## src/rtl/dbg_tap_pkg.sv

```systemverilog
package dbg_tap_pkg;

    typedef enum logic [3:0] {
        ST_TLR, ST_RTI,
        ST_SEL_DR, ST_CAP_DR, ST_SHF_DR, ST_EX1_DR, ST_PAU_DR, ST_EX2_DR, ST_UPD_DR,
        ST_SEL_IR, ST_CAP_IR, ST_SHF_IR, ST_EX1_IR, ST_PAU_IR, ST_EX2_IR, ST_UPD_IR
    } tap_state_e;

    localparam int IR_W = 4;
    typedef logic [IR_W-1:0] opcode_t;

    localparam opcode_t OP_IDCODE  = 4'b0001;
    localparam opcode_t OP_SAMPLE  = 4'b0010;
    localparam opcode_t OP_EXTEST  = 4'b0011;
    localparam opcode_t OP_INTEST  = 4'b0100;
    localparam opcode_t OP_CLAMP   = 4'b0101;
    localparam opcode_t OP_HALT    = 4'b0110;
    localparam opcode_t OP_STEP    = 4'b0111;
    localparam opcode_t OP_RESUME  = 4'b1000;
    localparam opcode_t OP_TRESET  = 4'b1001;
    localparam opcode_t OP_BYPASS  = 4'b1111;
    localparam opcode_t IR_CAPTURE = 4'b0001;

    typedef struct packed {
        logic sel_id;
        logic sel_chain;
        logic bsc_en;
        logic halt;
        logic step;
        logic resume;
        logic treset;
    } ir_dec_t;

    function automatic tap_state_e tap_next(input tap_state_e s, input logic m);
        tap_state_e n;
        case (s)
            ST_TLR:    n = m ? ST_TLR    : ST_RTI;
            ST_RTI:    n = m ? ST_SEL_DR : ST_RTI;
            ST_SEL_DR: n = m ? ST_SEL_IR : ST_CAP_DR;
            ST_CAP_DR: n = m ? ST_EX1_DR : ST_SHF_DR;
            ST_SHF_DR: n = m ? ST_EX1_DR : ST_SHF_DR;
            ST_EX1_DR: n = m ? ST_UPD_DR : ST_PAU_DR;
            ST_PAU_DR: n = m ? ST_EX2_DR : ST_PAU_DR;
            ST_EX2_DR: n = m ? ST_UPD_DR : ST_SHF_DR;
            ST_UPD_DR: n = m ? ST_SEL_DR : ST_RTI;
            ST_SEL_IR: n = m ? ST_TLR    : ST_CAP_IR;
            ST_CAP_IR: n = m ? ST_EX1_IR : ST_SHF_IR;
            ST_SHF_IR: n = m ? ST_EX1_IR : ST_SHF_IR;
            ST_EX1_IR: n = m ? ST_UPD_IR : ST_PAU_IR;
            ST_PAU_IR: n = m ? ST_EX2_IR : ST_PAU_IR;
            ST_EX2_IR: n = m ? ST_UPD_IR : ST_SHF_IR;
            default:   n = m ? ST_SEL_DR : ST_RTI;
        endcase
        return n;
    endfunction

    function automatic ir_dec_t ir_decode(input opcode_t op);
        ir_dec_t d;
        d = '0;
        case (op)
            OP_IDCODE: d.sel_id = 1'b1;
            OP_SAMPLE, OP_EXTEST, OP_INTEST: begin
                d.sel_chain = 1'b1;
                d.bsc_en    = 1'b1;
            end
            OP_CLAMP:  d.bsc_en = 1'b1;
            OP_HALT:   d.halt   = 1'b1;
            OP_STEP:   d.step   = 1'b1;
            OP_RESUME: d.resume = 1'b1;
            OP_TRESET: d.treset = 1'b1;
            default:   d = '0;
        endcase
        return d;
    endfunction

endpackage

```

## src/rtl/dbg_tap_fsm.sv

```systemverilog
module dbg_tap_fsm
    import dbg_tap_pkg::*;
(
    input  logic       tck,
    input  logic       trst,
    input  logic       tms,
    output tap_state_e state_q,
    output tap_state_e state_d
);
    assign state_d = tap_next(state_q, tms);

    always_ff @(posedge tck or posedge trst) begin
        if (trst) state_q <= ST_TLR;
        else      state_q <= state_d;
    end
endmodule

```

## src/rtl/dbg_tap_ir.sv

```systemverilog
module dbg_tap_ir
    import dbg_tap_pkg::*;
(
    input  logic       tck,
    input  logic       trst,
    input  tap_state_e state_q,
    input  tap_state_e state_d,
    input  logic       tdi,
    output opcode_t    ir_q,
    output logic       ir_sout
);
    opcode_t ir_sr;

    always_ff @(posedge tck or posedge trst) begin
        if (trst) begin
            ir_sr <= IR_CAPTURE;
            ir_q  <= OP_IDCODE;
        end else begin
            case (state_q)
                ST_CAP_IR: ir_sr <= IR_CAPTURE;
                ST_SHF_IR: ir_sr <= {tdi, ir_sr[IR_W-1:1]};
                default:   ir_sr <= ir_sr;
            endcase
            if (state_d == ST_TLR)
                ir_q <= OP_IDCODE;
            else if (state_d == ST_UPD_IR)
                ir_q <= ir_sr;
        end
    end

    assign ir_sout = ir_sr[0];
endmodule

```

## src/rtl/dbg_tap_dr.sv

```systemverilog
module dbg_tap_dr
    import dbg_tap_pkg::*;
#(
    parameter int          ID_W     = 32,
    parameter logic [31:0] ID_VALUE = 32'h1A5C_3E07
) (
    input  logic       tck,
    input  logic       trst,
    input  tap_state_e state_q,
    input  ir_dec_t    dec,
    input  logic       tdi,
    input  logic       bsc_so,
    output logic       dr_sout
);
    logic [ID_W-1:0] id_sr;
    logic            byp_q;

    always_ff @(posedge tck or posedge trst) begin
        if (trst) begin
            id_sr <= ID_VALUE[ID_W-1:0];
            byp_q <= 1'b0;
        end else begin
            if (dec.sel_id) begin
                if (state_q == ST_CAP_DR)      id_sr <= ID_VALUE[ID_W-1:0];
                else if (state_q == ST_SHF_DR) id_sr <= {tdi, id_sr[ID_W-1:1]};
            end
            if (!dec.sel_id && !dec.sel_chain) begin
                if (state_q == ST_CAP_DR)      byp_q <= 1'b0;
                else if (state_q == ST_SHF_DR) byp_q <= tdi;
            end
        end
    end

    always_comb begin
        if (dec.sel_id)         dr_sout = id_sr[0];
        else if (dec.sel_chain) dr_sout = bsc_so;
        else                    dr_sout = byp_q;
    end
endmodule

```

## src/rtl/dbg_tap.sv

```systemverilog
module dbg_tap
    import dbg_tap_pkg::*;
#(
    parameter int          ID_W     = 32,
    parameter logic [31:0] ID_VALUE = 32'h1A5C_3E07
) (
    input  logic tck,
    input  logic trst,
    input  logic tms,
    input  logic tdi,
    output logic tdo,
    input  logic bsc_so,
    output logic bsc_capture,
    output logic bsc_shift,
    output logic bsc_update,
    output logic bsc_enable,
    output logic halt_req,
    output logic step_req,
    output logic resume_req,
    output logic reset_req
);
    tap_state_e state_q, state_d;
    opcode_t    ir_q;
    ir_dec_t    dec;
    logic       ir_sout, dr_sout, tdo_q;

    dbg_tap_fsm i_fsm (
        .tck(tck), .trst(trst), .tms(tms), .state_q(state_q), .state_d(state_d)
    );

    dbg_tap_ir i_ir (
        .tck(tck), .trst(trst), .state_q(state_q), .state_d(state_d),
        .tdi(tdi), .ir_q(ir_q), .ir_sout(ir_sout)
    );

    assign dec = ir_decode(ir_q);

    dbg_tap_dr #(.ID_W(ID_W), .ID_VALUE(ID_VALUE)) i_dr (
        .tck(tck), .trst(trst), .state_q(state_q), .dec(dec),
        .tdi(tdi), .bsc_so(bsc_so), .dr_sout(dr_sout)
    );

    always_ff @(negedge tck or posedge trst) begin
        if (trst) tdo_q <= 1'b0;
        else begin
            case (state_q)
                ST_SHF_IR: tdo_q <= ir_sout;
                ST_SHF_DR: tdo_q <= dr_sout;
                default:   tdo_q <= 1'b0;
            endcase
        end
    end

    assign tdo         = tdo_q;
    assign bsc_capture = dec.sel_chain && (state_q == ST_CAP_DR);
    assign bsc_shift   = dec.sel_chain && (state_q == ST_SHF_DR);
    assign bsc_update  = dec.sel_chain && (state_q == ST_UPD_DR);
    assign bsc_enable  = dec.bsc_en;
    assign halt_req    = dec.halt;
    assign resume_req  = dec.resume;
    assign reset_req   = dec.treset;
    assign step_req    = dec.step && (state_q == ST_UPD_IR);
endmodule

```

## config.mk

```make
export PLATFORM = sky130hd
export DESIGN_NAME = dbg_tap
export DESIGN_NICKNAME = d
export VERILOG_FILES = /design/src/rtl/dbg_tap_pkg.sv /design/src/rtl/dbg_tap_fsm.sv /design/src/rtl/dbg_tap_ir.sv /design/src/rtl/dbg_tap_dr.sv /design/src/rtl/dbg_tap.sv
export SDC_FILE = /design/constraint.sdc
export NUM_CORES = 1
export LEC_CHECK = 0
export CORE_UTILIZATION = 45
export DETAILED_ROUTE_END_ITERATION = 8
export PLACE_DENSITY_LB_ADDON = 0.25
export REMOVE_ABC_BUFFERS = 1
export SYNTH_ARGS = -nofsm -noshare
export SYNTH_HDL_FRONTEND = slang
export SYNTH_SLANG_ARGS = --single-unit
```

## constraint.sdc

```tcl
create_clock -name tck -period 2.7 [get_ports tck]
set_clock_uncertainty 0.15 [all_clocks]
set_input_delay 0.54 -clock tck [delete_from_list [all_inputs] [get_ports tck]]
set_output_delay 0.54 -clock tck [all_outputs]
set_load 0.01 [all_outputs]
```

==> results by group, run 1 <==
Placement
  • I/O Buffers: 13
  • Detailed placer's ending HPWL: about 2700 um
  • Place WS: -0.439 ns
  • Area after DPL: roughly 0.0026 mm2
  • Global placement routability congestion: 0.765

Synth
  • Post-synthesis sequential area ratio: 0.496
  • Post-Syn Area: approximately 0.0024 mm2
  • Post-synth top area cell: dfrtp_1
  • YS warnings: 0
  • Top cells by area, synth: dfrtp_1 30%, dfstp_2 19%, nand2_1 11%
  • Synthesized flop and latch total: 46
  • Syn_area_per_cell: roughly 9.2 um2
  • Synth Instances: around 260
  • Share of the synthesized area in the top cell type: 0.297
  • Yosys cell types: 38

STA
  • Pins Over Slew Limit: 0
  • # setup viols final: 2
  • RSZ-0062 raised after global routing: yes
  • Count of final hold-check violations: 0
  • Tightest Pin Transition: around 0.74 ns
  • Max transition margin: 0.507
  • Setup WS post-layout: -0.197 ns
  • WHS: 0.319 ns

Drt
  • Per-cell routed wire length: roughly 12 um
  • Remaining DRCs: 0
  • Total wire length: around 4200 um
  • Vias per std cell: approximately 5.0
  • DRT Pass-1 Iters: 4
  • Post-DRT Antenna Nets: 0
  • DRT iter0 DRCs: ~150
  • Routed vias: about 1,700

Cells and area
  • Area Growth Syn to Fin: 14.1%
  • ANT cells: 0
  • Layout cells sized above 1: 0.286
  • Reg area: roughly 0.0012 mm2
  • Layout Nets: around 280
  • Most common cell after layout, fill and taps aside: nand2_1
  • Most frequent cells in the layout: 67 x nand2_1, 28 x o21ai_2, 28 x dfrtp_1
  • Multi-input gate area: 0.00106 mm2
  • Post-route core utilization: 0.531
  • Finished Cell Area: 0.00270 mm2
  • Fillers: between 400 and 500

Worst setup path
  • Worst Path Required: 1.34 ns
  • Critical-path top delay cell: dfstp_2
  • Critical path class: flop to flop
  • Startpoint types: flop
  • Cell family with most CP delay: flip-flops
  • Crit path arrival time: 1.54 ns
  • CP Max Fanout: 2
  • Crit. End Element: flop
  • Critical-path cell list: or4b_4, o221ai_2, o22ai_1
  • Max incr delay on CP: 0.54 ns
  • CP bufs+invs: 0

Run
  • Max-cap violations: 0

Floorplanning
  • Starting Density: 0.465
  • Die height: between 70 and 80 um
  • Die width: ~74 um
  • Core ar.: 0.00507 mm2
  • Total die area: 0.00554 mm2
  • # IOs: 14
  • Row cnt: 26

Global routing
  • First-pass GRT wire length: ~7200 um
  • GRT Overall Usage: 0.170
  • Gr ovfl total: 0
  • Vias in the first global route: 1,520
  • Largest net degree at the start of global routing: between 60 and 70
  • Initial antenna violation count: 0

Clocking
  • Sink Count: 46
  • Number of CTS-inserted buffers: 5
  • Clk pin slew, worst setup/hold paths: roughly 0.080 ns
  • Clock tree buffer depth: 2
  • Worst-Skew Late Latency: 0.31 ns
  • Cts hold-fix bufs: 0
  • # H-tree levels: 2
  • CTS tree: yes
  • Clk root buf: clkbuf_8

Power
  • Leak: about 1.1 nW
  • Max VDD drop: between 600 and 700 uV
  • Power per cell area: 1130 mW/mm2

Run status
  • Failing checks: setup timing
  • Status: complete, but fails checks

Worst hold path
  • Hold crit path type: flop to flop
-- worst paths after layout --
kind,startpoint,endpoint,slack [ns],cells past startpoint
max,i_ir.ir_q[0],tdo,-0.20,3
min,i_dr.id_sr[1],i_dr.id_sr[1],0.32,2
max reg2reg,i_ir.ir_q[0],tdo,-0.20,3
min reg2reg,i_dr.id_sr[1],i_dr.id_sr[1],0.32,2
max in group asynchronous,trst,tdo,0.78,2
min in group asynchronous,trst,i_dr.id_sr[14],0.58,3
-- layout make-up --
class,instances,share of cell area
Clock inverter,3,0.0162
Sequential cell,46,0.435
Inverter,4,0.00557
Multi-Input combinational cell,187,0.395
Timing Repair Buffer,28,0.0905
Clock buffer,5,0.0255
Tap cell,70,0.0325
-- per-layer routing --
metal,vias up,GRT usage,share of wire
met5,-,0,0
met3,5,0.0447,0.023
met2,15,0.244,0.45
met1,796,0.251,0.51
li1,899,-,-
met4,0,0.0503,0.015
-- report_power, final --
| group | internal [mW] | total [mW] | switching (mW) |
|---|---|---|---|
| logic | 0.553 | 1.40 | 0.843 |
| clock network | 0.278 | 0.520 | 0.243 |
| registers | 1.01 | 1.14 | 0.134 |
| total | 1.84 | 3.06 | 1.22 |
-- metrics by stage --
stage	power [mW]	TNS [ns]	std cells
after floorplan	2.11	-2.67	237
after global placement	2.50	-0.687	335
after detailed placement	2.52	-0.698	335
after CTS	3.07	-0.362	343
after global routing	3.32	-0.461	343
final	3.06	-0.368	343
-- worst min-delay path, stage by stage (launching register included) --
cell     delay, ns
dfstp_2       0.38
nand2_1       0.04
o21ai_1       0.05
-- Yosys cell counts --
cell type / number
nor3b_1: 3
xor2_1: 1
inv_1: 4
buf_6: 8
a21boi_0: 1
o221ai_1: 1
o21ai_2: 28
a211o_1: 1
nor4b_1: 2
nand4_1: 1
a221oi_1: 1
o22ai_1: 2
nor2_1: 23
or4b_1: 1
a22o_1: 3
clkbuf_1: 12
nor3_1: 1
nand3b_1: 1
nand3_1: 3
or2_2: 2
o21ai_0: 13
o211ai_1: 1
o311ai_0: 1
nor4_1: 4
or3b_2: 1
a22oi_1: 1
dfstp_2: 17
o21a_1: 2
nand2b_1: 4
a21oi_1: 5
nor2b_1: 4
dfrtp_1: 28
a311oi_1: 1
o21ai_1: 4
xnor2_1: 2
nand2_1: 67
mux2i_1: 2
dfrtn_1: 1
-- state kept, by name, summed over array words and instances, names as in the netlist --
register	flops
i_dr.id_sr	32
i_fsm.state_q	4
i_ir.ir_q	4
i_ir.ir_sr	4
i_dr.byp_q	1
tdo	1
-- logic make-up after synthesis --
| kind of cell | after synthesis | share of synthesized area |
|---|---|---|
| mux | 2 | 0.00847 |
| buf+inv | 24 | 0.0636 |
| simple gates | 117 | 0.219 |
| xor+xnor | 3 | 0.0111 |
| compound gates | 65 | 0.201 |
| flops | 46 | 0.496 |
-- timing repair --
item | in CTS | in global routing
pin swaps | 0 | 0
setup buffers | 0 | 0
cloned | 0 | 0
gates resized for setup | 10 | 4
endpoints found under the setup margin | 5 | 5
(Power assumes the default switching activity.)
==> run 2, diff against run 1 <==
--- a/config.mk
+++ b/config.mk
@@ -5,7 +5,7 @@
 export SDC_FILE = /design/constraint.sdc
 export NUM_CORES = 1
 export LEC_CHECK = 0
-export CORE_UTILIZATION = 45
+export CORE_UTILIZATION = 59
 export DETAILED_ROUTE_END_ITERATION = 8
 export PLACE_DENSITY_LB_ADDON = 0.25
 export REMOVE_ABC_BUFFERS = 1
==> results by group, run 2 (synthesis results as in run 1) <==
Cells and area
  • Top reg by flops: i_dr.id_sr
  • Layout cells sized above 1: 0.285
  • Most common cell after layout, fill and taps aside: nand2_1
  • Most frequent cells in the layout: 67 x nand2_1, 28 x o21ai_2, 28 x dfrtp_1
  • Post-route core utilization: 0.704
  • ANT cells: 0
  • Cell Count, Final, Fillers Out: roughly 320
  • Max FFs per register: 32
  • Area Growth Syn to Fin: 11.6%
  • Finished Cell Area: between 0.002 and 0.003 mm2
  • Layout Nets: about 280

Floorplanning
  • Core ar.: approximately 0.0037 mm2
  • Die width: around 65 um
  • Row cnt: 22
  • Starting Density: 0.631
  • # IOs: 14
  • Total die area: 0.00426 mm2
  • Die height: 65.3 um

Drt
  • DRT Pass-1 Iters: 4
  • Vias per std cell: 5.53
  • Remaining DRCs: 0
  • Post-DRT Antenna Nets: 0
  • Per-cell routed wire length: 13.3 um
  • Total wire length: approximately 4300 um
  • DRT iter0 DRCs: around 150
  • Routed vias: 1,780

Global routing
  • Gr ovfl total: 0
  • Largest net degree at the start of global routing: 65
  • First-pass GRT wire length: 7420 um
  • Vias in the first global route: 1,727
  • GRT Overall Usage: 0.227
  • Initial antenna violation count: 0

Clocking
  • Cts hold-fix bufs: 0
  • Post-CTS setup buffers: 0
  • # H-tree levels: 2
  • Clock tree buffer depth: 2
  • Worst-Skew Late Latency: 0.30 ns
  • Sink Count: 46
  • CTS tree: yes
  • Number of CTS-inserted buffers: 5
  • Clk pin slew, worst setup/hold paths: 0.09 ns
  • Gates resized, CTS repair: 10
  • Clk root buf: clkbuf_8

Power
  • Leak: between 1 and 1.5 nW
  • Design Power: 2.99 mW
  • Max VDD drop: ~590 uV
  • Power per cell area: 1130 mW/mm2

Placement
  • Area after DPL: 0.00254 mm2
  • Place WS: -0.463 ns
  • I/O Buffers: 13
  • Post-Place Cells: between 300 and 400
  • Global placement routability congestion: between 0.7 and 0.8
  • Detailed placer's ending HPWL: approximately 2900 um

STA
  • # setup viols final: 2
  • Max transition margin: 0.495
  • Tightest Pin Transition: ~0.76 ns
  • RSZ-0062 raised after global routing: yes
  • Setup WS post-layout: -0.191 ns
  • Count of final hold-check violations: 0
  • Pins Over Slew Limit: 0

Worst setup path
  • Crit path arrival time: ~1.5 ns
  • Worst Path Required: roughly 1.4 ns
  • Crit. End Element: flop
  • CP Max Fanout: 2
  • Critical path class: flop to flop
  • Startpoint types: flop

Run status
  • Status: complete, but fails checks
  • Failing checks: setup timing

Run
  • Max-cap violations: 0

Worst hold path
  • Hold crit path type: flop to flop
## run 2: through the flow
stage	hold WS (ns)	setup TNS, ns
6_report	0.326	-0.362
5_1_grt	0.342	-0.450
4_1_cts	0.328	-0.363
3_5_place_dp	0.314	-0.712
3_3_place_gp	0.302	-0.683
2_1_floorplan	0.293	-2.67
## run 2: final timing paths
check	to	start	slack, ns	cells after the start
worst min-delay path	i_dr.id_sr[25]	i_dr.id_sr[25]	0.33	2
worst max register to register	tdo	i_ir.ir_q[0]	-0.19	3
max in group asynchronous	tdo	trst	0.80	2
min in group asynchronous	i_dr.id_sr[21]	trst	0.56	3
worst max-delay path	tdo	i_ir.ir_q[0]	-0.19	3
worst min register to register	i_dr.id_sr[25]	i_dr.id_sr[25]	0.33	2
## run 2: per-layer routing
| layer | routed length (um) | GRT usage |
|---|---|---|
| met1 | 2120 | 0.312 |
| met2 | 2000 | 0.358 |
| met3 | 132 | 0.0573 |
| met4 | 46 | 0.0625 |
| met5 | 0 | 0 |
## run 2: cell type report
class	instances	area, um2
sequential	46	1170
fill	304	1110
multi-input combinational	187	1050
timing repair buffer	29	248
clock buffer	5	68.8
tap	48	60.1
clock inverter	3	18.8
inverter	4	15.0
## run 2: critical path, stage by stage (launching register included)
cell and delay (ns):
dfstp_2 0.53, or4b_4 0.47, o221ai_2 0.13, o22ai_1 0.10
## run 2: power breakdown
part | switching (mW) | internal [mW] | leakage, nW
clock | 0.247 | 0.183 | 0.0483
sequential | 0.138 | 1.01 | 0.561
combinational | 0.857 | 0.558 | 0.520
